$ cat config.mk
export PLATFORM = sky130hd
export DESIGN_NAME = mac_unit
export DESIGN_NICKNAME = d
export VERILOG_FILES = /design/src/rtl/mac_pkg.sv /design/src/rtl/mac_mult.sv /design/src/rtl/mac_accum.sv /design/src/rtl/mac_sat.sv /design/src/rtl/mac_unit.sv
export SDC_FILE = /design/constraint.sdc
export NUM_CORES = 1
export LEC_CHECK = 0
export BUFFER_PORTS_ARGS = -buffer_cell sky130_fd_sc_hd__buf_2
export CORE_MARGIN = 2
export CORE_UTILIZATION = 50
export CTS_BUF_LIST = sky130_fd_sc_hd__clkbuf_8
export DETAILED_ROUTE_END_ITERATION = 12
export HOLD_SLACK_MARGIN = 0.03
export PLACE_DENSITY = 0.7
export SYNTH_ARGS = -nofsm -noshare
export SYNTH_HDL_FRONTEND = slang
export SYNTH_SLANG_ARGS = --single-unit
export TNS_END_PERCENT = 30
$ cat constraint.sdc
create_clock -name clk -period 11.5 [get_ports clk]
set_input_delay 2.3 -clock clk [delete_from_list [all_inputs] [get_ports clk]]
set_output_delay 2.3 -clock clk [all_outputs]
set_load 0.05 [all_outputs]
$ cat src/rtl/mac_pkg.sv
package mac_pkg;

    typedef enum logic [1:0] {
        MAC_OP_LOAD = 2'b00,
        MAC_OP_ACC  = 2'b01,
        MAC_OP_DED  = 2'b10,
        MAC_OP_CLR  = 2'b11
    } mac_op_e;

endpackage

$ cat src/rtl/mac_mult.sv
module mac_mult #(
    parameter int DATA_W = 16,
    parameter int ACC_W  = 40
) (
    input  logic [DATA_W-1:0] a,
    input  logic [DATA_W-1:0] b,
    input  logic              a_signed,
    input  logic              b_signed,
    output logic [ACC_W-1:0]  prod_ext
);
    localparam int XW  = DATA_W + 1;
    localparam int PW  = 2 * XW;
    localparam int EXT = ACC_W - PW;

    logic signed [XW-1:0] a_x;
    logic signed [XW-1:0] b_x;
    logic signed [PW-1:0] prod;

    always_comb begin
        a_x  = {a_signed & a[DATA_W-1], a};
        b_x  = {b_signed & b[DATA_W-1], b};
        prod = a_x * b_x;
    end

    generate
        if (EXT > 0) begin : g_ext
            assign prod_ext = {{EXT{prod[PW-1]}}, prod};
        end else begin : g_trunc
            assign prod_ext = prod[ACC_W-1:0];
        end
    endgenerate
endmodule

$ cat src/rtl/mac_accum.sv
module mac_accum
    import mac_pkg::*;
#(
    parameter int ACC_W = 40,
    parameter int RND_W = 16
) (
    input  logic [ACC_W-1:0] acc_cur,
    input  logic [ACC_W-1:0] prod_ext,
    input  mac_op_e          op,
    input  logic             round_en,
    output logic [ACC_W-1:0] acc_next
);
    localparam logic [ACC_W-1:0] RND_BIAS = ACC_W'(1) << (RND_W - 1);
    localparam logic [ACC_W-1:0] RND_MASK = ~((ACC_W'(1) << RND_W) - ACC_W'(1));

    logic [ACC_W-1:0] sum;

    always_comb begin
        case (op)
            MAC_OP_LOAD: sum = prod_ext;
            MAC_OP_ACC:  sum = acc_cur + prod_ext;
            MAC_OP_DED:  sum = acc_cur - prod_ext;
            default:     sum = '0;
        endcase
        if (round_en && op != MAC_OP_CLR) begin
            acc_next = (sum + RND_BIAS) & RND_MASK;
        end else begin
            acc_next = sum;
        end
    end
endmodule

$ cat src/rtl/mac_sat.sv
module mac_sat #(
    parameter int ACC_W  = 40,
    parameter int PROD_W = 32
) (
    input  logic [ACC_W-1:0]  acc,
    output logic              ovf,
    output logic [PROD_W-1:0] sat_out
);
    localparam int TOP_W = ACC_W - PROD_W + 1;
    localparam logic [PROD_W-1:0] POS_LIM = {1'b0, {(PROD_W-1){1'b1}}};
    localparam logic [PROD_W-1:0] NEG_LIM = {1'b1, {(PROD_W-1){1'b0}}};

    logic [TOP_W-1:0] top;

    always_comb begin
        top = acc[ACC_W-1:PROD_W-1];
        ovf = !((&top) || (~|top));
        if (!ovf) begin
            sat_out = acc[PROD_W-1:0];
        end else if (acc[ACC_W-1]) begin
            sat_out = NEG_LIM;
        end else begin
            sat_out = POS_LIM;
        end
    end
endmodule

$ cat src/rtl/mac_unit.sv
module mac_unit
    import mac_pkg::*;
#(
    parameter int DATA_W  = 16,
    parameter int GUARD_W = 8
) (
    input  logic                clk,
    input  logic                rst_n,
    input  logic                in_valid,
    input  logic [1:0]          op,
    input  logic [DATA_W-1:0]   a,
    input  logic [DATA_W-1:0]   b,
    input  logic                a_signed,
    input  logic                b_signed,
    input  logic                round_en,
    output logic [GUARD_W-1:0]  acc_guard,
    output logic [DATA_W-1:0]   acc_hi,
    output logic [DATA_W-1:0]   acc_lo,
    output logic [2*DATA_W-1:0] sat_out,
    output logic                ovf
);
    localparam int PROD_W = 2 * DATA_W;
    localparam int ACC_W  = PROD_W + GUARD_W;

    typedef struct packed {
        logic [ACC_W-1:0] acc;
    } mac_state_t;

    mac_state_t st_d, st_q;

    logic [ACC_W-1:0] prod_ext;
    logic [ACC_W-1:0] acc_next;

    mac_mult #(.DATA_W(DATA_W), .ACC_W(ACC_W)) mult_i (
        .a        (a),
        .b        (b),
        .a_signed (a_signed),
        .b_signed (b_signed),
        .prod_ext (prod_ext)
    );

    mac_accum #(.ACC_W(ACC_W), .RND_W(DATA_W)) accum_i (
        .acc_cur  (st_q.acc),
        .prod_ext (prod_ext),
        .op       (mac_op_e'(op)),
        .round_en (round_en),
        .acc_next (acc_next)
    );

    mac_sat #(.ACC_W(ACC_W), .PROD_W(PROD_W)) sat_i (
        .acc     (st_q.acc),
        .ovf     (ovf),
        .sat_out (sat_out)
    );

    always_comb begin
        st_d = st_q;
        if (in_valid) begin
            st_d.acc = acc_next;
        end
    end

    always_ff @(posedge clk) begin
        if (!rst_n) begin
            st_q <= '0;
        end else begin
            st_q <= st_d;
        end
    end

    assign acc_guard = st_q.acc[ACC_W-1:PROD_W];
    assign acc_hi    = st_q.acc[PROD_W-1:DATA_W];
    assign acc_lo    = st_q.acc[DATA_W-1:0];
endmodule

### Yosys cells after proc, flatten, opt, wreduce, memory -nomap -nowiden

Cells that the tools add are included.
W data, S select, Z words.

* word-level logic and storage cells: 21
* register bits after elaboration: 40
* bits of input ports: 40
* output and inout port bits: 73

* add/subtract/negate cells: 3
* multiply operators: 1
* reductions and logical operators: 7
* muxes and demuxes: 4
* bitwise logic cells: 2
* eq/ne operators: 3

Operators by type and width (number)
* $pmux W40 S3: 1
* $mux W32: 2
* $add A40 B16 Y40 const B: 1
* $add A40 B40 Y40: 1
* $mux W40: 1
* $sub A40 B40 Y40: 1
* $mul A17 B17 Y34: 1
* $reduce_and A9 Y1: 1
* $reduce_or A9 Y1: 1
* $and A1 B1 Y1: 2
* $eq A2 B1 Y1 const B: 1
* $eq A2 B2 Y1 const B: 1
* $logic_not A1 Y1: 2
* $logic_not A2 Y1: 1
* $ne A2 B2 Y1 const B: 1
* $logic_and A1 B1 Y1: 1
* $logic_or A1 B1 Y1: 1

### Longest topological paths before layout

* depth after elaboration: 6
* gate-level depth with buffers: 42
* mapped depth without buffers: 39

### Modules after synthesis

From an unflattened synthesis, not the netlist that was laid out.

* cell total of the unflattened synthesis: 2133
* area, all modules: 17712.0 µm²

Modules (own cells, without submodules)
* mac_mult: times used 1, area each 10924.2 µm², sequential area each 0.0 µm², cells each 1186
* mac_accum: times used 1, area each 4665.7 µm², sequential area each 0.0 µm², cells each 733
* mac_unit: times used 1, area each 1557.7 µm², sequential area each 800.8 µm², cells each 129
* mac_sat: times used 1, area each 564.3 µm², sequential area each 0.0 µm², cells each 85

### Least setup slack after synthesis

No wires, ideal clock.

* kind: input to register
* start point: input port b[8]
* end point: register st_q[37] in the netlist's numbering
* slack: 0.013 ns
* cell stages on the path: 38
* arrival time: 11.399 ns
* path buffers: 4
* data required time: 11.412 ns
* library setup time: 0.088 ns
* path through: clkbuf_1 -> clkbuf_1 -> nand2_1 -> fa_1 -> inv_1 -> fa_1 -> inv_1 -> fa_1 -> inv_1 -> fa_1 -> fa_1 -> inv_1 -> fa_1 -> inv_1 -> ha_1 -> buf_4 -> a21oi_1 -> o21ai_0 -> [... 2 more ...] -> nand2_1 -> nor4_1 -> nor4b_2 -> nor3b_1 -> nor2_1 -> xnor2_1 -> ha_1 -> clkbuf_1 -> a21oi_1 -> nand2_1 -> o31ai_1 -> o21ai_0 -> a221o_1 -> a31oi_1 -> xor2_1 -> o21a_1 -> or3_2 -> a311oi_2

* cells in the longest elaborated chain, start to end: 5
* elaborated cells on any way between the ends: 6
* classes of those cells: add/sub: 3; mul: 1; mux: 2

Ends and longest elaborated chain
* start: declaration: RTL line mac_unit.sv:12 `input logic [DATA_W-1:0] b,`
* $mul A17 B17 Y34 *: RTL line mac_mult.sv:22 `prod = a_x * b_x;`
* $sub A40 B40 Y40 / $add A40 B40 Y40 (equally long branches): RTL line mac_accum.sv:22, mac_accum.sv:21
* $pmux W40 S3 *: RTL line mac_accum.sv:19 `case (op)`
* $add A40 B16 Y40: RTL line mac_accum.sv:26 `acc_next = (sum + RND_BIAS) & RND_MASK;`
* $mux W40 *: RTL line mac_accum.sv:25 `if (round_en && op != MAC_OP_CLR) begin`
* end signal: assignment: RTL line mac_unit.sv:67 `st_q <= st_d;`
* end: declaration: RTL line mac_unit.sv:29 `mac_state_t st_d, st_q;`

Mark *: on every way between the ends. The rest lies on a longest branch, timed or not.
A chain may end at the register's enable or synchronous reset.

### Final worst setup path

* start point: input port a[12]
* end point: register st_q[36] in the netlist's numbering

* cells in the longest elaborated chain, start to end: 5
* elaborated cells on any way between the ends: 6
* classes of those cells: add/sub: 3; mul: 1; mux: 2

Ends and longest elaborated chain
* start: declaration: RTL line mac_unit.sv:11 `input logic [DATA_W-1:0] a,`
* $mul A17 B17 Y34 *: RTL line mac_mult.sv:22
* $sub A40 B40 Y40 / $add A40 B40 Y40 (equally long branches): RTL line mac_accum.sv:22, mac_accum.sv:21
* $pmux W40 S3 *: RTL line mac_accum.sv:19
* $add A40 B16 Y40: RTL line mac_accum.sv:26
* $mux W40 *: RTL line mac_accum.sv:25

Marks and branches as above.

==> out/metrics.yaml <==
grt:
  grtUsageTotal_pct: 27.25
  antenna_found_initial: 0
  grt_pass1_vias: 16400
  grt-ovfl-total: 0
  grt_pass1_wl_um: 80930
  grt_max_degree: 38
final_layout:
  postLayoutCoreUtil_pct: 57.93
  fin_cells: 2806
  finalNetCount: 2817
  top_regs: "st_q (40)"
  multi_input_area_um2: 15370
  antenna_cells: 0
  area_growth_pct: 13.93
  design_area_um2: 20060
  regMostFlops: "st_q"
  largest_reg_flops: 40
  final.fill_count: 3121
  seqCellArea_um2: 800.8
  drive_above_1_share_pct: 17.01
flow_run:
  cap_violations: 0
drt:
  vias: 15840
  viasPerCell: 5.645
  first_pass_iters: 5
  antenna_left: 0
  wl_per_cell_um: 17.11
  drtIter0Drc: 1022
  wl_um: 48000
  route.detailed.drc: 0
sta:
  final.period_utilization_pct: 96.37
  hold_viol_final: 0
  fmax_mhz: 90.23
  worst_pin_slew_ps: 1096
  setup_viol: 0
  maxSlewViolCount: 0
  maxSlewHeadroom_pct: 26.65
  fin_skew_ps: 9.611
  finalSetupTns_ps: 0
  min_period_ps: 11080
floorplan:
  start_util_pct: 50.85
  dieArea_um2: 36730
  core_um2: 34630
  pin_count: 113
  fp-row-count: 68
  die_w_um: 191.7
  die_h_um: 191.7
place:
  gp_congestion: 0.9461
  placed_cell_area_um2: 19620
  io_buffer_count: 112
  dpl.cell_count: 2792
  dp_hpwl_um: 40880
setup_path:
  crit_slowest_cell: "fa_1"
  cp_max_fo: 7
  critPathCaptureType: "register"
  r2r-start: "st_q[0]"
  required_ps: 11710
  r2r-end: "st_q[37]"
  ff2ff_path_depth: 17
  critical-path-max-stage-delay_ps: 530
  timing.reg2reg.setup_slack_ps: 7120
  worstPathArrival_ps: 11290
  startpoint_type: "input pin"
  crit_type: "input pin to register"
min_path:
  whs_endpoint: "st_q[11]"
  hold_class: "register to register"
  min_path_cells: 2
  worstHoldStart: "st_q[11]"
clock_network:
  clk-insertion-delay-late_ps: 310
  htreeDepth: 2
  clk_path_buf_depth: 2
  cts.sinks: 40
  cts-root-buf: "clkbuf_8"
  cts_made_buffers: 5
  cts_tree: "done"
  clk_pin_slew_ps: 80
yosys:
  synth_commonest_cells: "inv_1, fa_1, nand2_1"
  synthCells: 2137
  synth_warnings: 0
  synthTopCellsByArea: "fa_1, ha_1, inv_1"
  synth_edf_count: 0
  syn_area_per_cell_um2: 8.240
  async_reset_ff_share_pct: 0
  ys_types: 100
  yosysTopAreaCell: "fa_1"
  syn_area_um2: 17610
  syn-num-nets: 2604
  yosysTopAreaCellShare_pct: 33.77
  synth-seq-cells: 40
  synth_flop_cell: "dfxtp_1"
  yosysSeqAreaShare_pct: 4.548
  yosysMostFrequentCell: "inv_1"
outcome:
  status: "complete, no violations"
cell type report:
cell class	count	share of cell area [%]
Clock buffer	6	0.4116
Clock inverter	2	0.07484
Inverter	334	6.249
Multi-Input combinational cell	1673	76.60
Sequential cell	40	3.992
Tap cell	455	2.838
Timing Repair Buffer	296	9.835
metrics by stage:
stage / worst slack, ps / hold WS (ps)
floorplan: 12.91 / 710.5
finish: 417.8 / 527.3
detailed placement: -144.6 / 518.5
global placement: -4.435 / 507.1
CTS: 111.2 / 530.8
global route: -63.59 / 563.3
cell families (layout without fill, tap and decap cells):
logic type / count (synthesis) / after routing / synth area share, %
and+or+nand+nor: 697 / 697 / 19.50
adders and majority gates: 427 / 427 / 43.00
muxes: 13 / 13 / 0.7532
DFF: 40 / 40 / 4.548
buffers and inverters: 424 / 638 / 9.792
AOI/OAI and AO/OA: 432 / 432 / 17.15
xor gates and xnor gates: 104 / 104 / 5.251
what timing repair did:
| item | in CTS | in global routing |
|---|---|---|
| hold buffers | 0 | 0 |
| setup buffers | 0 | 6 |
| resized for setup | 0 | 63 |
| setup endpoints to repair | 0 | 13 |
how the worst max path moves through the flow:
stage	from	slack, ps	cells past startpoint	endpoint
floorplan	b[8]	10	38	st_q[37]
global placement	a[8]	-4	37	st_q[37]
detailed placement	a_signed	-140	38	st_q[37]
CTS	a[8]	110	37	st_q[37]
global route	a[9]	-60	40	st_q[36]
finish	a[12]	420	43	st_q[36]
layout by cell type, fill, tap and decap left out, types with 7 or more instances in the layout:
cell,count
a211o_1,9
a211oi_1,20
a211oi_2,11
a21o_1,44
a21oi_1,103
a21oi_2,10
a22oi_1,13
a31oi_1,15
and2_1,140
and3_1,14
buf_2,111
buf_4,181
dfxtp_1,40
fa_1,296
ha_1,122
inv_1,332
mux2i_1,11
nand2_1,237
nand2b_1,9
nand3_1,36
nand4_1,18
nor2_1,142
nor3_1,22
nor4_1,15
o211a_1,7
o211ai_1,21
o21a_1,36
o21ai_0,47
o21ai_1,10
or2_2,8
or3_1,15
xnor2_1,72
xor2_1,31
per-layer routing:
metal	vias up	wire (µm)	GRT usage, %
met5	-	0	0
met4	0	1499	8.107
met3	105	2299	2.138
met2	436	23610	46.78
met1	7851	20590	36.81
li1	7447	-	-
critical path: cells and delay by family:
family	cells	cell delay, ps
AND/OR/NAND/NOR	14	2270
XOR/XNOR	3	420
buffers and inverters	12	1440
adder cells (fa/ha/maj)	8	3690
AO/OA/AOI/OAI	6	1170
Power is left out: the tool's default activity adds up to more than one toggle a clock period on the data nets, which glitch-free logic cannot reach.
